## config.mk

```make
export PLATFORM = sky130hd
export DESIGN_NAME = txd_ring_walker
export DESIGN_NICKNAME = d
export VERILOG_FILES = /design/src/rtl/txd_pkg.sv /design/src/rtl/txd_ring_ptr.sv /design/src/rtl/txd_seg_clip.sv /design/src/rtl/txd_ring_walker.sv
export SDC_FILE = /design/constraint.sdc
export NUM_CORES = 1
export LEC_CHECK = 0
export ABC_CLOCK_PERIOD_IN_PS = 8500
export BUFFER_PORTS_ARGS = -buffer_cell sky130_fd_sc_hd__buf_2
export CORE_MARGIN = 10
export CORE_UTILIZATION = 63
export DETAILED_ROUTE_END_ITERATION = 6
export GPL_ROUTABILITY_DRIVEN = 0
export HOLD_SLACK_MARGIN = 0.1
export PLACE_DENSITY = 0.89
export SLEW_MARGIN = 20
export SYNTH_ARGS = -nofsm -noshare
export SYNTH_HDL_FRONTEND = slang
export SYNTH_SLANG_ARGS = --single-unit
```

## constraint.sdc

```tcl
create_clock -name clk_i -period 8.5 [get_ports clk_i]
set_input_delay 0.85 -clock clk_i [delete_from_list [all_inputs] [get_ports clk_i]]
set_output_delay 0.85 -clock clk_i [all_outputs]
set_load 0.03 [all_outputs]
```

## src/rtl/txd_pkg.sv

```systemverilog
package txd_pkg;
  localparam int WORD_W     = 32;
  localparam int WORD_BYTES = WORD_W / 8;
  localparam int DESC_BYTES = 16;
  localparam int SEG_LEN_W  = 14;
  // word 0 bit positions
  localparam int OWN_B      = 31;
  localparam int FIRST_B    = 29;
  localparam int LAST_B     = 28;
  localparam int EOR_LO_B   = 15;
  localparam int EOR_HI_B   = 30;
  // word 1 flag positions
  localparam int FLG_DONE_B = 31;
  localparam int FLG_SEG_B  = 30;
  // interrupt status positions decoded by the status register
  localparam int IRQ_DONE_B  = 4;
  localparam int IRQ_SEG_B   = 5;
  localparam int IRQ_NOBUF_B = 6;

  typedef enum logic [2:0] {
    ST_IDLE, ST_RD0, ST_RD1, ST_RD3, ST_BUF, ST_EMIT, ST_WB
  } walk_st_e;
endpackage

```

## src/rtl/txd_ring_ptr.sv

```systemverilog
module txd_ring_ptr #(
  parameter int AW   = 32,
  parameter int STEP = 16
) (
  input  logic          clk_i,
  input  logic          rst_ni,
  input  logic          load_i,
  input  logic [AW-1:0] base_i,
  input  logic          adv_i,
  input  logic          wrap_i,
  output logic [AW-1:0] cur_o
);
  localparam int SW = $clog2(STEP);

  logic [AW-1:0] base_q, cur_q;

  always_ff @(posedge clk_i or negedge rst_ni) begin
    if (!rst_ni) begin
      base_q <= '0;
      cur_q  <= '0;
    end else if (load_i) begin
      base_q <= base_i;
      cur_q  <= base_i;
    end else if (adv_i) begin
      cur_q <= wrap_i ? base_q : cur_q + AW'(STEP);
    end
  end

  assign cur_o = cur_q;

  AST_PTR_STRIDE: assert property (@(posedge clk_i) disable iff (!rst_ni)
    cur_q[SW-1:0] == base_q[SW-1:0]);
endmodule

```

## src/rtl/txd_seg_clip.sv

```systemverilog
module txd_seg_clip #(
  parameter int LEN_W     = 14,
  parameter int FL_W      = 14,
  parameter int MAX_STD   = 1522,
  parameter int MAX_JUMBO = 9220
) (
  input  logic [LEN_W-1:0] seg_len_i,
  input  logic [FL_W-1:0]  frame_len_i,
  input  logic             jumbo_i,
  output logic [LEN_W-1:0] clip_len_o
);
  localparam int CW = ((LEN_W > FL_W) ? LEN_W : FL_W) + 1;

  logic [CW-1:0] cap, used, room, seg;

  always_comb begin
    cap  = jumbo_i ? CW'(MAX_JUMBO) : CW'(MAX_STD);
    used = CW'(frame_len_i);
    seg  = CW'(seg_len_i);
    room = (used >= cap) ? '0 : cap - used;
    clip_len_o = LEN_W'((seg > room) ? room : seg);
  end
endmodule

```

## src/rtl/txd_ring_walker.sv

```systemverilog
module txd_ring_walker
  import txd_pkg::*;
#(
  parameter int AW        = 32,
  parameter int INT_W     = 11,
  parameter int MAX_STD   = 1522,
  parameter int MAX_JUMBO = 9220
) (
  input  logic              clk_i,
  input  logic              rst_ni,
  input  logic              tx_dma_en_i,
  input  logic              tx_mac_en_i,
  input  logic              jumbo_en_i,
  input  logic              eor_sel_i,
  input  logic              ring_base_we_i,
  input  logic [AW-1:0]     ring_base_i,
  input  logic              poll_i,
  output logic              mem_req_o,
  output logic              mem_we_o,
  output logic [AW-1:0]     mem_addr_o,
  output logic [WORD_W-1:0] mem_wdata_o,
  input  logic              mem_ack_i,
  input  logic              mem_err_i,
  input  logic [WORD_W-1:0] mem_rdata_i,
  output logic              tx_valid_o,
  output logic [7:0]        tx_data_o,
  output logic              tx_sof_o,
  output logic              tx_end_o,
  output logic [INT_W-1:0]  int_o
);
  localparam int FL_W   = $clog2(MAX_JUMBO + 1);
  localparam int LANE_W = $clog2(WORD_BYTES);

  walk_st_e              st_q;
  logic [WORD_W-1:0]     w0_q, flags_q, word_q;
  logic [AW-1:0]         buf_q, cur;
  logic [FL_W-1:0]       frame_q;
  logic [SEG_LEN_W-1:0]  rem_q, clip_len;
  logic [LANE_W-1:0]     lane_q;
  logic [INT_W-1:0]      irq_q;
  logic                  end_q, eor, ptr_load, ptr_adv, start;

  assign start    = (st_q == ST_IDLE) && poll_i && tx_dma_en_i && tx_mac_en_i;
  assign ptr_load = (st_q == ST_IDLE) && ring_base_we_i;
  assign ptr_adv  = (st_q == ST_WB) && mem_ack_i;
  assign eor      = eor_sel_i ? w0_q[EOR_HI_B] : w0_q[EOR_LO_B];

  txd_ring_ptr #(.AW(AW), .STEP(DESC_BYTES)) u_ptr (
    .clk_i  (clk_i),
    .rst_ni (rst_ni),
    .load_i (ptr_load),
    .base_i (ring_base_i),
    .adv_i  (ptr_adv),
    .wrap_i (eor),
    .cur_o  (cur)
  );

  txd_seg_clip #(
    .LEN_W(SEG_LEN_W), .FL_W(FL_W), .MAX_STD(MAX_STD), .MAX_JUMBO(MAX_JUMBO)
  ) u_clip (
    .seg_len_i   (w0_q[SEG_LEN_W-1:0]),
    .frame_len_i (frame_q),
    .jumbo_i     (jumbo_en_i),
    .clip_len_o  (clip_len)
  );

  always_comb begin
    mem_req_o = (st_q inside {ST_RD0, ST_RD1, ST_RD3, ST_BUF, ST_WB});
    mem_we_o  = (st_q == ST_WB);
    unique case (st_q)
      ST_RD1:  mem_addr_o = cur + AW'(WORD_BYTES);
      ST_RD3:  mem_addr_o = cur + AW'(3 * WORD_BYTES);
      ST_BUF:  mem_addr_o = {buf_q[AW-1:LANE_W], LANE_W'(0)};
      default: mem_addr_o = cur;
    endcase
    mem_wdata_o = w0_q;
    mem_wdata_o[OWN_B] = 1'b0;
  end

  assign tx_valid_o = (st_q == ST_EMIT);
  assign tx_data_o  = word_q[{lane_q, 3'b000} +: 8];
  assign tx_sof_o   = tx_valid_o && (frame_q == '0);
  assign tx_end_o   = end_q;
  assign int_o      = irq_q;

  always_ff @(posedge clk_i or negedge rst_ni) begin
    if (!rst_ni) begin
      st_q    <= ST_IDLE;
      w0_q    <= '0;
      flags_q <= '0;
      word_q  <= '0;
      buf_q   <= '0;
      frame_q <= '0;
      rem_q   <= '0;
      lane_q  <= '0;
      irq_q   <= '0;
      end_q   <= 1'b0;
    end else begin
      irq_q <= '0;
      end_q <= 1'b0;
      unique case (st_q)
        ST_IDLE: if (start) begin
          flags_q <= '0;
          frame_q <= '0;
          st_q    <= ST_RD0;
        end
        ST_RD0: if (mem_ack_i) begin
          if (mem_err_i || !mem_rdata_i[OWN_B]) begin
            irq_q[IRQ_NOBUF_B] <= 1'b1;
            st_q <= ST_IDLE;
          end else begin
            w0_q <= mem_rdata_i;
            st_q <= mem_rdata_i[FIRST_B] ? ST_RD1 : ST_RD3;
          end
        end
        ST_RD1: if (mem_ack_i) begin
          if (mem_err_i) begin
            irq_q[IRQ_NOBUF_B] <= 1'b1;
            st_q <= ST_IDLE;
          end else begin
            flags_q <= mem_rdata_i;
            st_q    <= ST_RD3;
          end
        end
        ST_RD3: if (mem_ack_i) begin
          if (mem_err_i) begin
            irq_q[IRQ_NOBUF_B] <= 1'b1;
            st_q <= ST_IDLE;
          end else begin
            buf_q  <= mem_rdata_i[AW-1:0];
            rem_q  <= clip_len;
            lane_q <= '0;
            st_q   <= (clip_len == '0) ? ST_WB : ST_BUF;
          end
        end
        ST_BUF: if (mem_ack_i) begin
          if (mem_err_i) begin
            irq_q[IRQ_NOBUF_B] <= 1'b1;
            st_q <= ST_IDLE;
          end else begin
            word_q <= mem_rdata_i;
            st_q   <= ST_EMIT;
          end
        end
        ST_EMIT: begin
          frame_q <= frame_q + 1'b1;
          rem_q   <= rem_q - 1'b1;
          lane_q  <= lane_q + 1'b1;
          if (rem_q == SEG_LEN_W'(1)) begin
            st_q <= ST_WB;
          end else if (lane_q == '1) begin
            buf_q <= buf_q + AW'(WORD_BYTES);
            st_q  <= ST_BUF;
          end
        end
        ST_WB: if (mem_ack_i) begin
          if (w0_q[LAST_B]) begin
            end_q   <= 1'b1;
            frame_q <= '0;
            if (flags_q[FLG_DONE_B]) irq_q[IRQ_DONE_B] <= 1'b1;
          end
          if (flags_q[FLG_SEG_B]) irq_q[IRQ_SEG_B] <= 1'b1;
          st_q <= ST_RD0;
        end
        default: st_q <= ST_IDLE;
      endcase
    end
  end

  AST_GATED_START: assert property (@(posedge clk_i) disable iff (!rst_ni)
    (st_q == ST_IDLE) && !(tx_dma_en_i && tx_mac_en_i) |=> !mem_req_o);
  AST_NOBUF_HALTS: assert property (@(posedge clk_i) disable iff (!rst_ni)
    int_o[IRQ_NOBUF_B] |-> !mem_req_o && !tx_valid_o);
  AST_END_AFTER_WB: assert property (@(posedge clk_i) disable iff (!rst_ni)
    tx_end_o |-> $past(mem_req_o && mem_we_o && mem_ack_i));
  AST_FRAME_CAP: assert property (@(posedge clk_i) disable iff (!rst_ni)
    tx_valid_o |-> (32'(frame_q) < (jumbo_en_i ? MAX_JUMBO : MAX_STD)));
  AST_REQ_HOLD: assert property (@(posedge clk_i) disable iff (!rst_ni)
    mem_req_o && !mem_ack_i |=> mem_req_o && $stable(mem_addr_o) &&
                                $stable(mem_we_o) && $stable(mem_wdata_o));
endmodule

```

==> results.yml <==
worst_setup_path:
  startpoint: "st_q[2]"
  path_cells: "nor2b_1 -> nand2_1 -> inv_1 -> fa_1 -> nand2_1 -> o311ai_0 -> buf_2"
  path_max_fanout: 21
  critPathMostFrequentCell: "nand2_1"
  slowest_delay_ns: 0.73
  cp.required_ns: 7.65
  critPathKind: "register to output port"
  critical_path.endpoint_type: "output port"
  r2r-start: "frame_q[4]"
  crit_arrival_ns: 4.38
  slowest_stage: "o311ai_0"
  worst_setup_path_start_kind: "register"
cts:
  cts-root-buf: "clkbuf_16"
  cts_setup_buffers: 0
  cts_tree: "yes"
  cts_sinks: 196
  cts_made_buffers: 17
  hold_buffers: 0
  ctsHtreeMaxLevel: 4
  cts_resized: 0
  clkLatencyLatePin_ns: 0.44
  clk_path_buf_depth: 2
  clk_pin_slew_ns: 0.08
global_routing:
  grt_pass1_vias: 11200
  antenna_found_initial: 1
  grt.overflow.total: 0
  grt_max_degree: 120
  track_usage_pct: 29.3
  grt_pass1_wl_um: 58600
route:
  vias_per_cell: 6.73
  vias: 11800
  wire_per_inst_um: 21.1
  drt-initial-drc-count: 1644
  route.detailed.drc: 0
  postRouteAntennaNets: 0
  routed_wl_um: 37000
  dr.pass1.iters: 7
placement:
  port_buffers: 152
  place_hpwl_um: 25900
  dp_cells: 1719
cells_and_area:
  drive_gt1_share_pct: 19.5
  layout.cells.non_filler: 1752
  final_common_cell: "nand2_1"
  mostFrequentLayoutCells: "nand2_1, dfrtp_1, buf_2"
  area_growth_pct: 11.1
  layout.nets: 1585
synthesis:
  yosys.area.top_type_share_pct: 40.5
  yosys_warnings: 0
  yosysTopAreaCell: "dfrtp_1"
  syn_inst: 1389
  synth_edf_count: 0
  synth_cell_type_count: 79
  synthTopCellsByArea: "dfrtp_1, nand2_1, mux2_2, a21oi_1, o21ai_0"
  async_flop_share_pct: 100
  ys_seq_elements: 196
  syn-cell-area_um2: 12100
  synth_flop_cell: "dfrtp_1"
  ys_seq_area_share_pct: 40.5
  synth.avg_cell_area_um2: 8.71
job:
  max_cap_viol_count: 0
die:
  die_width_um: 159
  dieArea_um2: 25200
  num_rows: 50
  core_area_um2: 18800
  die_y_um: 159
  top_level_ports: 162
  start_util_pct: 64.3
min_path:
  hold_start: "u_ptr.base_q[31]"
  hold_class: "register to register"
sta:
  fin_worst_skew_ns: 0.0121
  drv_slew: 0
  worst_pin_slew_ns: 1.07
  timing.final.crit_share_pct: 61.5
  setup-violations-final: 0
  rsz0062_at_grt: "no"
  hold_viol: 0
  tns_ns: 0
  max_slew_margin_pct: 28.8
  period_minus_slack_ns: 5.23
  max_freq_mhz: 191
pwr:
  peakVddDrop_mv: 0.300
  total_leakage_power_uw: 0.00600
  power_density_nw_per_um2: 408
  power.total_uw: 5490
outcome:
  status: "completed"
==> metrics by stage <==
step | worst slack (ns) | hold slack, ns | instance area (um2) | utilization, %
after floorplan | 4.07 | 0.437 | 12100 | -
after CTS | 3.56 | 0.479 | 13400 | 71.4
final | 3.27 | 0.479 | 13400 | 71.4
after detailed placement | 3.09 | 0.462 | 12900 | 68.4
after global placement | 3.31 | 0.451 | 12900 | 68.4
after global routing | 3.14 | 0.500 | 13400 | 71.4
==> metal layers <==
| metal | vias up | share of wire [%] | global-route usage [%] |
|---|---|---|---|
| met1 | 5633 | 37 | 36.2 |
| met3 | 166 | 9.9 | 6.83 |
| met2 | 758 | 47 | 46.6 |
| li1 | 5226 | - | - |
| met4 | 0 | 5.5 | 15.8 |
| met5 | - | 0 | 0 |
==> cell usage after synthesis (4+ instances only) <==
cell type and n:
or3_1 10, o32ai_1 4, nand4_1 18, mux2i_1 15
o311ai_0 19, a211oi_1 10, xnor2_1 14, and3_1 20
ha_1 31, buf_4 10, nand2b_1 6, nor2b_1 9
a21oi_1 114, o221ai_1 8, mux4_2 8, a2bb2oi_1 5
o31ai_1 10, o211ai_1 17, dfrtp_1 196, o22ai_1 17
o21bai_1 4, o22a_1 4, and2_1 13, o21ai_1 7
nor3_1 28, nand2_1 218, a22oi_1 12, or2_2 8
buf_2 13, buf_1 8, nand3_1 60, xor2_1 5
a31oi_1 16, mux2_2 66, o21ai_0 103, clkbuf_1 67
inv_1 43, o41ai_1 4, a21o_1 12, nor4_1 16
nor2_1 81
==> layout make-up <==
type | count | area, um2
clock buffers | 20 | 457
well taps | 260 | 325
flip-flops and latches | 196 | 4900
diodes | 1 | 2.50
fillers | 1385 | 5380
repair buffers | 163 | 852
multi-input cells | 1056 | 6640
clock inverters | 12 | 105
inverters | 44 | 165
==> critical path: cells and delay by family (launching register included) <==
family,cells,cell delay (ns)
adder cells (fa/ha/maj),1,0.60
buffers and inverters,2,0.50
AND/OR/NAND/NOR,3,1.50
flip-flops,1,0.60
AO/OA/AOI/OAI,1,0.73
==> registers in the layout (all words and copies together), names as in the netlist, 3 cells and up <==
signal,count
w0_q,31
u_ptr.cur_o,32
buf_q,30
st_q,3
int_o,3
frame_q,14
rem_q,14
u_ptr.base_q,32
word_q,32
==> worst paths after layout <==
path	end	slack [ns]	depth (start not counted)
min reg2reg	u_ptr.base_q[31]	0.48	2
max reg2reg	rem_q[11]	3.72	16
max	mem_addr_o[8]	3.27	7
min in group asynchronous	w0_q[24]	0.53	1
max in group asynchronous	u_ptr.cur_o[13]	6.38	2
min	u_ptr.base_q[31]	0.48	2
==> power breakdown <==
group | internal (uW) | switching (uW) | leakage [uW] | total [uW]
sequential | 1340 | 524 | 0.00242 | 1860
combinational | 985 | 1850 | 0.00330 | 2840
clock | 401 | 387 | 0.000277 | 789
==> cell families (layout without fill, tap and decap cells) <==
logic type	after synthesis	count (layout)	synth area share, %
AOI/OAI and AO/OA	400	400	20.9
other	1	10	0.0310
buffers and inverters	145	239	5.02
and+or+nand+nor	506	506	19.7
muxes	89	89	8.87
xor gates and xnor gates	19	19	1.37
adders and majority gates	33	33	3.54
DFF	196	196	40.5
Power figures use the tool's default switching activity.
